$ cat src/rtl/sst_pkg.sv
package sst_pkg;

    typedef enum logic [2:0] {
        ST_IDLE        = 3'd0,
        ST_TEST_GND    = 3'd1,
        ST_TEST_SUPPLY = 3'd2,
        ST_HOLD_SHORT  = 3'd3,
        ST_DONE        = 3'd4
    } seq_state_e;

    typedef enum logic [1:0] {
        CFG_BTL  = 2'b00,
        CFG_PBTL = 2'b01,
        CFG_SE   = 2'b10,
        CFG_RSVD = 2'b11
    } out_cfg_e;

    typedef enum logic {
        PH_GND = 1'b0,
        PH_SUP = 1'b1
    } test_phase_e;

    typedef struct packed {
        logic hiz;
        logic gnd_en;
        logic sup_en;
        logic shutdown_n;
        logic done;
    } seq_out_t;

    function automatic logic cfg_needs_test(input logic [1:0] cfg);
        return (cfg == CFG_BTL) || (cfg == CFG_PBTL);
    endfunction

    function automatic seq_out_t decode_outputs(input seq_state_e st, input test_phase_e ph);
        seq_out_t o;
        o.hiz        = 1'b1;
        o.gnd_en     = 1'b0;
        o.sup_en     = 1'b0;
        o.shutdown_n = 1'b0;
        o.done       = 1'b0;
        case (st)
            ST_TEST_GND:    o.gnd_en = 1'b1;
            ST_TEST_SUPPLY: o.sup_en = 1'b1;
            ST_HOLD_SHORT: begin
                o.gnd_en = (ph == PH_GND);
                o.sup_en = (ph == PH_SUP);
            end
            ST_DONE: begin
                o.hiz        = 1'b0;
                o.shutdown_n = 1'b1;
                o.done       = 1'b1;
            end
            default: ;
        endcase
        return o;
    endfunction

endpackage

$ cat src/rtl/sst_flag_merge.sv
module sst_flag_merge
    import sst_pkg::*;
#(
    parameter int NUM_OUT = 4
) (
    input  logic [NUM_OUT-1:0] gnd_flags,
    input  logic [NUM_OUT-1:0] sup_flags,
    input  test_phase_e        phase,
    output logic               active_hit
);
    logic [NUM_OUT-1:0] lane_hit;

    for (genvar i = 0; i < NUM_OUT; i++) begin : g_lane
        assign lane_hit[i] = (phase == PH_SUP) ? sup_flags[i] : gnd_flags[i];
    end

    assign active_hit = |lane_hit;
endmodule

$ cat src/rtl/sst_step_timer.sv
module sst_step_timer #(
    parameter int CNT_W = 16
) (
    input  logic             clk,
    input  logic             rst,
    input  logic             clear,
    input  logic             advance,
    input  logic [CNT_W-1:0] limit,
    output logic             expire
);
    logic [CNT_W-1:0] count_q;
    logic [CNT_W-1:0] last_idx;

    assign last_idx = (limit == '0) ? '0 : limit - CNT_W'(1);
    assign expire   = (count_q == last_idx);

    always_ff @(posedge clk) begin
        if (rst || clear) begin
            count_q <= '0;
        end else if (advance) begin
            count_q <= count_q + CNT_W'(1);
        end
    end
endmodule

$ cat src/rtl/sst_seq_fsm.sv
module sst_seq_fsm
    import sst_pkg::*;
(
    input  logic        clk,
    input  logic        rst,
    input  logic        pwr_good,
    input  logic [1:0]  cfg,
    input  logic        active_hit,
    input  logic        expire,
    output seq_state_e  state,
    output test_phase_e phase,
    output logic        timer_clear,
    output logic        timer_adv
);
    seq_state_e  state_q, state_d;
    test_phase_e phase_q, phase_d;

    always_comb begin
        state_d     = state_q;
        phase_d     = phase_q;
        timer_clear = 1'b0;
        timer_adv   = 1'b0;
        if (!pwr_good) begin
            state_d     = ST_IDLE;
            phase_d     = PH_GND;
            timer_clear = 1'b1;
        end else begin
            case (state_q)
                ST_IDLE: begin
                    timer_clear = 1'b1;
                    phase_d     = PH_GND;
                    state_d     = cfg_needs_test(cfg) ? ST_TEST_GND : ST_DONE;
                end
                ST_TEST_GND, ST_TEST_SUPPLY: begin
                    if (active_hit) begin
                        state_d     = ST_HOLD_SHORT;
                        timer_clear = 1'b1;
                    end else if (expire) begin
                        timer_clear = 1'b1;
                        if (phase_q == PH_GND) begin
                            state_d = ST_TEST_SUPPLY;
                            phase_d = PH_SUP;
                        end else begin
                            state_d = ST_DONE;
                        end
                    end else begin
                        timer_adv = 1'b1;
                    end
                end
                ST_HOLD_SHORT: begin
                    timer_clear = 1'b1;
                    if (!active_hit) begin
                        state_d = (phase_q == PH_GND) ? ST_TEST_GND : ST_TEST_SUPPLY;
                    end
                end
                ST_DONE: ;
                default: state_d = ST_IDLE;
            endcase
        end
    end

    always_ff @(posedge clk) begin
        if (rst) begin
            state_q <= ST_IDLE;
            phase_q <= PH_GND;
        end else begin
            state_q <= state_d;
            phase_q <= phase_d;
        end
    end

    assign state = state_q;
    assign phase = phase_q;
endmodule

$ cat src/rtl/startup_short_seq.sv
module startup_short_seq
    import sst_pkg::*;
#(
    parameter int NUM_OUT = 4,
    parameter int CNT_W   = 16
) (
    input  logic               clk,
    input  logic               rst,
    input  logic               pwr_good,
    input  logic               amp_reset_n,
    input  logic [1:0]         out_cfg,
    input  logic [CNT_W-1:0]   step_cycles,
    input  logic [NUM_OUT-1:0] gnd_short,
    input  logic [NUM_OUT-1:0] sup_short,
    output logic [NUM_OUT-1:0] hiz_hold,
    output logic               gnd_test_en,
    output logic               sup_test_en,
    output logic               shutdown_n,
    output logic               test_done,
    output logic               switch_en
);
    seq_state_e  state;
    test_phase_e phase;
    logic        active_hit;
    logic        expire;
    logic        timer_clear;
    logic        timer_adv;
    seq_out_t    outs;

    sst_flag_merge #(.NUM_OUT(NUM_OUT)) u_merge (
        .gnd_flags  (gnd_short),
        .sup_flags  (sup_short),
        .phase      (phase),
        .active_hit (active_hit)
    );

    sst_step_timer #(.CNT_W(CNT_W)) u_timer (
        .clk     (clk),
        .rst     (rst),
        .clear   (timer_clear),
        .advance (timer_adv),
        .limit   (step_cycles),
        .expire  (expire)
    );

    sst_seq_fsm u_fsm (
        .clk         (clk),
        .rst         (rst),
        .pwr_good    (pwr_good),
        .cfg         (out_cfg),
        .active_hit  (active_hit),
        .expire      (expire),
        .state       (state),
        .phase       (phase),
        .timer_clear (timer_clear),
        .timer_adv   (timer_adv)
    );

    assign outs        = decode_outputs(state, phase);
    assign hiz_hold    = {NUM_OUT{outs.hiz}};
    assign gnd_test_en = outs.gnd_en;
    assign sup_test_en = outs.sup_en;
    assign shutdown_n  = outs.shutdown_n;
    assign test_done   = outs.done;
    assign switch_en   = outs.done & amp_reset_n;
endmodule

$ cat config.mk
export PLATFORM = sky130hd
export DESIGN_NAME = startup_short_seq
export DESIGN_NICKNAME = d
export VERILOG_FILES = /design/src/rtl/sst_pkg.sv /design/src/rtl/sst_flag_merge.sv /design/src/rtl/sst_step_timer.sv /design/src/rtl/sst_seq_fsm.sv /design/src/rtl/startup_short_seq.sv
export SDC_FILE = /design/constraint.sdc
export NUM_CORES = 1
export LEC_CHECK = 0
export ABC_AREA = 1
export ABC_CLOCK_PERIOD_IN_PS = 4180
export BUFFER_PORTS_ARGS = -buffer_cell sky130_fd_sc_hd__buf_4
export CAP_MARGIN = 15
export CELL_PAD_IN_SITES_DETAIL_PLACEMENT = 0
export CELL_PAD_IN_SITES_GLOBAL_PLACEMENT = 1
export CORE_UTILIZATION = 25
export DETAILED_ROUTE_END_ITERATION = 10
export PLACE_DENSITY = 0.55
export RECOVER_POWER = 50
export SLEW_MARGIN = 40
export SYNTH_ARGS = -nofsm -noshare
export SYNTH_HDL_FRONTEND = slang
export SYNTH_SLANG_ARGS = --single-unit
$ cat constraint.sdc
create_clock -name clk -period 4.18 [get_ports clk]
set_clock_uncertainty 0.05 [all_clocks]
set_input_delay 0.836 -clock clk [delete_from_list [all_inputs] [get_ports clk]]
set_output_delay 0.836 -clock clk [all_outputs]
set_load 0.03 [all_outputs]
==> flow_summary.ini, run 1 <==
[logic_synthesis]
asr_flop_ratio_synth = 0
synth-seq-cells = 20
synth_edf_count = 0
synth.avg_cell_area_um2 = 6.22
synth_seq_area_share = 0.170
syn_nets = 410
synth_commonest_cells = sky130_fd_sc_hd__nand2_1 (95), sky130_fd_sc_hd__inv_1 (44), sky130_fd_sc_hd__nor2_1 (37)
synth.area.top_cells = sky130_fd_sc_hd__dfxtp_1 (17%), sky130_fd_sc_hd__nand2_1 (15%), sky130_fd_sc_hd__nand3_1 (7.7%)
synthesis.instances = 378
mappedNetlistArea_mm2 = 0.00235
synth_most_common_cell = sky130_fd_sc_hd__nand2_1
yosys_warnings = 0
synthDominantAreaCellType = sky130_fd_sc_hd__dfxtp_1
synth_cell_types = 39
synth-main-ff-cell = sky130_fd_sc_hd__dfxtp_1
yosysTopAreaCellShare = 0.170

[critical_path]
reg2regPathDepth = 11
arrival_ns = 3.51
timing.critical_path.fanout_max = 31
worstSetupEndpointType = flop
worstPathRequired_ns = 4.28
path_class = input pin to flop
setup.worst_path.start_class = input pin

[floorplan]
die_w_um = 99.0
i_o_pin_cnt = 39
start_util = 0.257
floorplan.die.height_um = 99.0
die_area_mm2 = 0.00980
placementRows = 35
core_region_area_mm2 = 0.00915

[timing]
timing.final.setup_violations = 0
timing.max_slew.rel_slack = 0.515
worst-slew-pin-transition_ns = 0.727
timing.final.crit_share = 0.816
final_hold_viol_count = 0
rsz0062_at_grt = false
final.setup.tns_ns = 0
fin_ws_ns = 0.767
report.final.slew_viol_count = 0
fmaxAchievable_ghz = 0.293
finalWorstPathRequiredPeriod_ns = 3.41

[pwr]
clock_power_share = 0.284
max-vdd-ir-drop_mv = 0.0865
netSwitchingFraction = 0.346
p_seq_frac = 0.415
cell_internal_pwr_mw = 0.307
power.density_cell_area_mw_per_mm2 = 179
design_power_total_mw = 0.469
pwr-share-comb = 0.300
p_leak_nw = 1.08
p_sw_mw = 0.162

[min_path]
hold_path_class = flop to flop
holdPathStages = 2

[clock_network]
worst_skew_pair_later_pin_latency_ns = 0.26
clock_sink_count = 20
cts_post_setup_buffers_inserted = 0
post_cts_resized = 0
h-tree-depth = 1
clock_tree_from_tritoncts = yes
cts_buffers = 3
buffer_cell_driving_the_clock_tree_root = sky130_fd_sc_hd__clkbuf_8
clk_transition_reported_paths_ns = 0.08
clk_path_buf_depth = 2
cts_hold_buf = 0

[global_routing]
grt_overflow_total = 0
grt_max_degree = 32
grt_pass1_wl_um = 11000
grt_use_total = 0.140
number_of_global_route_vias_before_repair = 2243
antenna_violations_before_repair = 0

[placement]
port_buffers = 37
dp_hpwl_um = 5450
post-place-ws_ns = 0.900
gp_routability_congestion = 0.805

[finish]
layout-drive-gt1-share = 0.183
area_growth_from_synthesis_to_layout_pct = 11.9
design.final.nets = 438
antenna_cells_inserted = 0

[routing]
via_count = 2453
routedWlPerCell_um = 13.0
routed_via_density = 4.76
detailed_router_s_first_iteration_violation_count = 76
dr.pass1.iters = 5
antenna_violating_nets_post_route = 0
routed_wl_um = 6720
drc = 0

[outcome]
status = finished, final reports clean

[flow_run]
cap_violations = 0
-- cell families after synthesis --
kind of cell / synth area share
buffers and inverters: 0.128
and+or+nand+nor: 0.531
AOI/OAI and AO/OA: 0.0894
DFF: 0.170
xor gates and xnor gates: 0.0708
adders and majority gates: 0.0106
-- worst max-delay path, stage by stage --
cell and delay (ns):
sky130_fd_sc_hd__buf_4 0.11, sky130_fd_sc_hd__inv_2 0.09, sky130_fd_sc_hd__ha_1 0.21, sky130_fd_sc_hd__nand3_1 0.34, sky130_fd_sc_hd__nor2_4 0.23, sky130_fd_sc_hd__nand2_4 0.20, sky130_fd_sc_hd__nand2_2 0.10, sky130_fd_sc_hd__nand2_1 0.05
sky130_fd_sc_hd__nand2_1 0.07, sky130_fd_sc_hd__inv_2 0.04, sky130_fd_sc_hd__nor2_2 0.10, sky130_fd_sc_hd__nand2_2 0.05, sky130_fd_sc_hd__nor2_1 0.41, sky130_fd_sc_hd__nand2_4 0.13, sky130_fd_sc_hd__nand2_1 0.08, sky130_fd_sc_hd__nand2_1 0.08
sky130_fd_sc_hd__nand3b_4 0.30, sky130_fd_sc_hd__a21oi_1 0.07
-- registers in the layout, summed over array words and instances (netlist names) --
signal           cells
u_fsm.state          3
u_timer.count_q     16
u_fsm.phase          1
-- per-layer routing --
metal	vias to the layer above	wire (um)	part of all wire	global-route usage
met3	8	140	0.021	0.00780
met5	-	0	0	0
li1	1296	-	-	-
met4	0	80	0.012	0.0379
met1	1109	3490	0.52	0.198
met2	40	3010	0.45	0.231
-- cells in the final DEF (no fill, tap or decap), types with 11 or more instances in the layout --
master / netlist / final
sky130_fd_sc_hd__nand4_1: 28 / 28
sky130_fd_sc_hd__nor2_1: 37 / 38
sky130_fd_sc_hd__a21oi_1: 11 / 11
sky130_fd_sc_hd__xor2_1: 18 / 18
sky130_fd_sc_hd__buf_4: 4 / 28
sky130_fd_sc_hd__nand2_2: 14 / 14
sky130_fd_sc_hd__nand3_1: 36 / 37
sky130_fd_sc_hd__nand2_1: 95 / 95
sky130_fd_sc_hd__dfxtp_1: 20 / 20
sky130_fd_sc_hd__nor3_1: 11 / 11
sky130_fd_sc_hd__inv_1: 44 / 44
-- per-stage QoR --
step / cells / util / area (um2) / hold WS (ns)
final: 515 / 0.287 / 2630 / 0.439
after global routing: 515 / 0.287 / 2630 / 0.456
after CTS: 515 / 0.293 / 2680 / 0.443
after detailed placement: 512 / 0.289 / 2640 / 0.431
after global placement: 512 / 0.289 / 2640 / 0.429
after floorplan: 378 / - / 2350 / 0.408
-- area by class of cell --
| type | count | area, um2 |
|---|---|---|
| fill | 1072 | 6520 |
| multi-input combinational | 297 | 1630 |
| sequential | 20 | 400 |
| timing repair buffer | 37 | 244 |
| inverter | 47 | 176 |
| tap | 111 | 139 |
| clock buffer | 3 | 41.3 |
-- final timing paths --
path,startpoint,end,slack [ns]
min,u_timer.count_q[14]$_SDFFE_PP0P_,u_timer.count_q[14]$_SDFFE_PP0P_,0.44
max,step_cycles[0],u_timer.count_q[1]$_SDFFE_PP0P_,0.77
max reg2reg,u_timer.count_q[2]$_SDFFE_PP0P_,u_timer.count_q[1]$_SDFFE_PP0P_,1.98
min reg2reg,u_timer.count_q[14]$_SDFFE_PP0P_,u_timer.count_q[14]$_SDFFE_PP0P_,0.44
-- power by group through the flow --
| stage | Sequential, mW | Combinational [mW] | Clock, mW |
|---|---|---|---|
| floorplan | 0.199 | 0.102 | 0 |
| global placement | 0.200 | 0.148 | 0 |
| detailed placement | 0.199 | 0.148 | 0 |
| CTS | 0.195 | 0.149 | 0.137 |
| global route | 0.195 | 0.158 | 0.147 |
| finish | 0.195 | 0.141 | 0.133 |
No activity file was read; power rests on OpenSTA's default activity.
==> run 2: changes to the inputs <==
--- a/config.mk
+++ b/config.mk
@@ -6,7 +6,7 @@
 export NUM_CORES = 1
 export LEC_CHECK = 0
 export ABC_AREA = 1
-export ABC_CLOCK_PERIOD_IN_PS = 4180
+export ABC_CLOCK_PERIOD_IN_PS = 3220
 export BUFFER_PORTS_ARGS = -buffer_cell sky130_fd_sc_hd__buf_4
 export CAP_MARGIN = 15
 export CELL_PAD_IN_SITES_DETAIL_PLACEMENT = 0
==> constraint.sdc (replaced) <==
create_clock -name clk -period 3.22 [get_ports clk]
set_clock_uncertainty 0.05 [all_clocks]
set_input_delay 0.644 -clock clk [delete_from_list [all_inputs] [get_ports clk]]
set_output_delay 0.644 -clock clk [all_outputs]
set_load 0.03 [all_outputs]
==> flow_summary.ini, run 2 (same netlist as run 1, synthesis figures left out) <==
[flow_run]
cap_violations = 0

[floorplan]
core_region_area_mm2 = 0.00915
i_o_pin_cnt = 39
die_area_mm2 = 0.00980
placementRows = 35
start_util = 0.257
floorplan.die.height_um = 99.0
die_w_um = 99.0

[finish]
area_growth_from_synthesis_to_layout_pct = 13.6
layout-drive-gt1-share = 0.190
layout_commonest_cell = sky130_fd_sc_hd__nand2_1
design.final.nets = 439
most-common-layout-cells = sky130_fd_sc_hd__nand2_1 (95), sky130_fd_sc_hd__inv_1 (44), sky130_fd_sc_hd__nor2_1 (37), sky130_fd_sc_hd__nand3_1 (36)
antenna_cells_inserted = 0
max_flop_register = u_timer.count_q
largest_register_ff_count = 16

[timing]
rsz0062_at_grt = false
worst-slew-pin-transition_ns = 0.772
timing.max_slew.rel_slack = 0.485
fmaxAchievable_ghz = 0.357
timing.final.setup_violations = 0
finalWorstPathRequiredPeriod_ns = 2.80
fin_ws_ns = 0.421
timing.final.crit_share = 0.869
final.setup.tns_ns = 0
final_hold_viol_count = 0
report.final.slew_viol_count = 0

[global_routing]
grt_overflow_total = 0
grt_max_degree = 32
number_of_global_route_vias_before_repair = 2280
use_met2 = 0.239
antenna_violations_before_repair = 0
grt_pass1_wl_um = 11200
grt_busiest_layer = met2
grt_use_total = 0.143
globalRouteMet1Util = 0.200
grtUsageMet3 = 0.00709

[placement]
post-place-ws_ns = 0.131
dp_hpwl_um = 5470
gp_routability_congestion = 0.807
port_buffers = 37

[pwr]
p_seq_frac = 0.412
netSwitchingFraction = 0.349
pwr-share-comb = 0.305
power.density_cell_area_mw_per_mm2 = 230
p_leak_nw = 1.08
cell_internal_pwr_mw = 0.400
max-vdd-ir-drop_mv = 0.115
p_sw_mw = 0.214
clock_power_share = 0.283

[clock_network]
cts_hold_buf = 0
post_cts_resized = 0
cts_buffers = 3
h-tree-depth = 1
worst_skew_pair_later_pin_latency_ns = 0.26
clk_path_buf_depth = 2
cts_post_setup_buffers_inserted = 0
buffer_cell_driving_the_clock_tree_root = sky130_fd_sc_hd__clkbuf_8
clock_sink_count = 20
clock_tree_from_tritoncts = yes
clk_transition_reported_paths_ns = 0.08

[critical_path]
timing.critical_path.fanout_max = 31
most_numerous_cell_on_the_critical_path = sky130_fd_sc_hd__nand2_1
setup.worst_path.start_class = input pin
worstSetupEndpointType = flop
worst_path_largest_cell_delay_ns = 0.27
arrival_ns = 2.94
timing.critical_path.depth = 16
worstPathRequired_ns = 3.36
cp_num_buf_inv = 2
cp_cell_sequence = buf_4 > inv_2 > ha_1 > nand3_4 > nor2_4 > nand2_4 > nand2_1 > xor2_1 > nor2_2 > nand2_2 > nor2_4 > nand2_4 > nand2_1 > nand2_1 > nand3b_4 > a21oi_1
worst_r2r_endpoint = u_timer.count_q[7]$_SDFFE_PP0P_
worst_path_max_delay_cell = sky130_fd_sc_hd__nand3b_4
path_class = input pin to flop
reg2regPathDepth = 7
reg2reg_slack_ns = 1.12
r2r_start = u_fsm.state[0]$_SDFFE_PP0P_
largest_delay_share_family_worst_path = simple AND/OR/NAND/NOR gates

[routing]
detailed_router_s_first_iteration_violation_count = 94
routedWlPerCell_um = 13.1
dr.pass1.iters = 4
antenna_violating_nets_post_route = 0
drc = 0
routed_via_density = 4.60
routed_wl_um = 6770
via_count = 2373

[min_path]
holdPathStages = 2
worst_hold_startpoint = u_timer.count_q[15]$_SDFFE_PP0P_
hold_path_class = flop to flop
min_to = u_timer.count_q[15]$_SDFFE_PP0P_

[outcome]
status = finished, final reports clean
## run 2: area by class of cell
type / count / area (um2)
fill: 1057 / 6480
clock buffer: 3 / 41.3
inverter: 47 / 176
multi-input combinational: 297 / 1650
timing repair buffer: 38 / 264
tap: 111 / 139
sequential: 20 / 400
## run 2: metal layers
metal / up-vias / wire, um
met5: - / 0
met4: 0 / 69
met2: 27 / 3030
li1: 1291 / -
met3: 5 / 164
met1: 1050 / 3500
## run 2: stage by stage
| step | total power, mW | cells | util | hold slack, ns | area [um2] |
|---|---|---|---|---|---|
| 2_1_floorplan | 0.390 | 378 | - | 0.408 | 2350 |
| 3_3_place_gp | 0.453 | 513 | 0.291 | 0.430 | 2660 |
| 3_5_place_dp | 0.453 | 513 | 0.291 | 0.430 | 2660 |
| 4_1_cts | 0.629 | 516 | 0.295 | 0.444 | 2700 |
| 5_1_grt | 0.652 | 516 | 0.292 | 0.471 | 2670 |
| 6_report | 0.615 | 516 | 0.292 | 0.438 | 2670 |
## run 2: power by group through the flow
stage,combinational [mW],sequential (mW),clock [mW]
floorplan,0.132,0.258,0
global placement,0.194,0.259,0
detailed placement,0.194,0.259,0
CTS,0.196,0.253,0.181
global route,0.209,0.254,0.190
finish,0.188,0.253,0.174
## run 2: tightest hold or removal path: stages (launching register included)
cell	delay, ns
sky130_fd_sc_hd__dfxtp_1	0.33
sky130_fd_sc_hd__nand2_1	0.06
sky130_fd_sc_hd__a21oi_1	0.05
## run 2: how the worst max path moves through the flow
stage | end | startpoint | slack [ns]
2_1_floorplan | u_timer.count_q[10]$_SDFFE_PP0P_ | step_cycles[0] | 0.65
3_3_place_gp | u_timer.count_q[0]$_SDFFE_PP0P_ | step_cycles[0] | 0.15
3_5_place_dp | u_timer.count_q[1]$_SDFFE_PP0P_ | step_cycles[0] | 0.13
4_1_cts | u_timer.count_q[1]$_SDFFE_PP0P_ | step_cycles[0] | 0.40
5_1_grt | u_timer.count_q[15]$_SDFFE_PP0P_ | step_cycles[0] | 0.17
6_report | u_timer.count_q[14]$_SDFFE_PP0P_ | step_cycles[0] | 0.42
==> run 3: changes to the inputs <==
==> constraint.sdc (replaced) <==
create_clock -name clk -period 3.22 [get_ports clk]
set_clock_uncertainty 0.05 [all_clocks]
set_input_delay 0.322 -clock clk [delete_from_list [all_inputs] [get_ports clk]]
set_output_delay 0.322 -clock clk [all_outputs]
set_load 0.03 [all_outputs]
==> flow_summary.ini, run 3 (same netlist as run 1, synthesis figures left out) <==
[outcome]
status = finished, final reports clean

[pwr]
p_sw_mw = 0.216
netSwitchingFraction = 0.351
p_leak_nw = 1.08
pwr-share-comb = 0.299
clock_power_share = 0.290
p_seq_frac = 0.411
max-vdd-ir-drop_mv = 0.114
cell_internal_pwr_mw = 0.399
power.density_cell_area_mw_per_mm2 = 233

[routing]
antenna_violating_nets_post_route = 0
dr.pass1.iters = 4
routed_via_density = 4.64
detailed_router_s_first_iteration_violation_count = 100
routed_wl_um = 6730
routedWlPerCell_um = 13.1
drc = 0
via_count = 2390

[clock_network]
clk_transition_reported_paths_ns = 0.08
clock_sink_count = 20
clk_path_buf_depth = 2
cts_hold_buf = 0
buffer_cell_driving_the_clock_tree_root = sky130_fd_sc_hd__clkbuf_8
worst_skew_pair_later_pin_latency_ns = 0.27
h-tree-depth = 1
post_cts_resized = 0
cts_post_setup_buffers_inserted = 0
clock_tree_from_tritoncts = yes
cts_buffers = 3

[finish]
layout-drive-gt1-share = 0.186
max_flop_register = u_timer.count_q
most-common-layout-cells = sky130_fd_sc_hd__nand2_1 (95), sky130_fd_sc_hd__inv_1 (44), sky130_fd_sc_hd__nor2_1 (37), sky130_fd_sc_hd__nand3_1 (37)
largest_register_ff_count = 16
antenna_cells_inserted = 0
finalNonFillerCells = 515
layout_commonest_cell = sky130_fd_sc_hd__nand2_1
design.final.nets = 438
area_growth_from_synthesis_to_layout_pct = 12.2

[critical_path]
worstPathRequired_ns = 3.37
worst_path_max_delay_cell = sky130_fd_sc_hd__a21oi_4
reg2reg_slack_ns = 1.16
path_class = input pin to flop
startpoint = step_cycles[0]
reg2regPathDepth = 7
cp_num_buf_inv = 2
timing.critical_path.fanout_max = 31
largest_delay_share_family_worst_path = simple AND/OR/NAND/NOR gates
worst_path_largest_cell_delay_ns = 0.40
worst_r2r_endpoint = u_timer.count_q[13]$_SDFFE_PP0P_
r2r_start = u_fsm.state[0]$_SDFFE_PP0P_
cp_cell_sequence = buf_4 > inv_2 > ha_1 > nand3_1 > nor2_4 > nand2_4 > nand2_1 > xor2_1 > nor2_2 > nand2_2 > nor2_4 > a21oi_4 > nand4_1 > a21oi_2
arrival_ns = 2.81
most_numerous_cell_on_the_critical_path = sky130_fd_sc_hd__nor2_4
timing.critical_path.depth = 14
setup.worst_path.start_class = input pin
worstSetupEndpointType = flop
timing.critical_path.to = u_timer.count_q[10]$_SDFFE_PP0P_

[timing]
final.setup.tns_ns = 0
fmaxAchievable_ghz = 0.376
timing.max_slew.rel_slack = 0.504
finalWorstPathRequiredPeriod_ns = 2.66
timing.final.crit_share = 0.825
timing.final.setup_violations = 0
report.final.slew_viol_count = 0
worst-slew-pin-transition_ns = 0.744
final_hold_viol_count = 0
rsz0062_at_grt = false
fin_ws_ns = 0.562

[floorplan]
placementRows = 35
die_area_mm2 = 0.00980
die_w_um = 99.0
i_o_pin_cnt = 39
core_region_area_mm2 = 0.00915
start_util = 0.257
floorplan.die.height_um = 99.0

[min_path]
worst_hold_startpoint = rst
hold_path_class = input pin to flop

[placement]
post-place-ws_ns = 0.449
dp_hpwl_um = 5420
port_buffers = 37
placedCellCount = 512
gp_routability_congestion = 0.819

[flow_run]
cap_violations = 0

[global_routing]
grt_max_degree = 32
grt_pass1_wl_um = 11200
grt_use_total = 0.142
antenna_violations_before_repair = 0
grt_overflow_total = 0
number_of_global_route_vias_before_repair = 2222
==> run 3: worst min-delay path: stages <==
cell                      delay, ns
sky130_fd_sc_hd__buf_4         0.08
sky130_fd_sc_hd__nor2_1        0.10
sky130_fd_sc_hd__nand2_1       0.09
sky130_fd_sc_hd__nor2_1        0.03
==> run 3: how the worst min path moves through the flow <==
stage / end / cells past startpoint
floorplan: u_timer.count_q[13]$_SDFFE_PP0P_ / 2
global placement: u_timer.count_q[14]$_SDFFE_PP0P_ / 2
detailed placement: u_timer.count_q[14]$_SDFFE_PP0P_ / 2
CTS: u_fsm.state[0]$_SDFFE_PP0P_ / 4
global route: u_fsm.state[1]$_SDFFE_PP0P_ / 4
finish: u_fsm.state[1]$_SDFFE_PP0P_ / 4
==> run 3: routing by layer <==
| metal | global-route usage | part of all wire | vias up |
|---|---|---|---|
| met1 | 0.201 | 0.53 | 1061 |
| met2 | 0.236 | 0.44 | 32 |
| met4 | 0.0344 | 0.0091 | 0 |
| met3 | 0.00922 | 0.019 | 4 |
| li1 | - | - | 1293 |
| met5 | 0 | 0 | - |
==> run 3: power by group through the flow <==
stage	sequential [mW]	clock [mW]	combinational [mW]
finish	0.253	0.178	0.184
global route	0.254	0.192	0.206
CTS	0.253	0.181	0.193
detailed placement	0.259	0	0.192
global placement	0.259	0	0.193
floorplan	0.258	0	0.132
==> run 3: metrics by stage <==
step	power, mW	cell area [um2]	utilization	hold slack, ns
final	0.615	2640	0.288	0.341
after CTS	0.627	2680	0.293	0.343
after detailed placement	0.451	2640	0.289	0.433
after global routing	0.651	2640	0.288	0.368
after global placement	0.452	2640	0.289	0.430
after floorplan	0.390	2350	-	0.408
==> run 3: cell type report <==
type / count / area [um2]
multi-input cells: 297 / 1640
flip-flops and latches: 20 / 400
well taps: 111 / 139
repair buffers: 37 / 244
clock buffers: 3 / 41.3
fillers: 1049 / 6520
inverters: 47 / 176
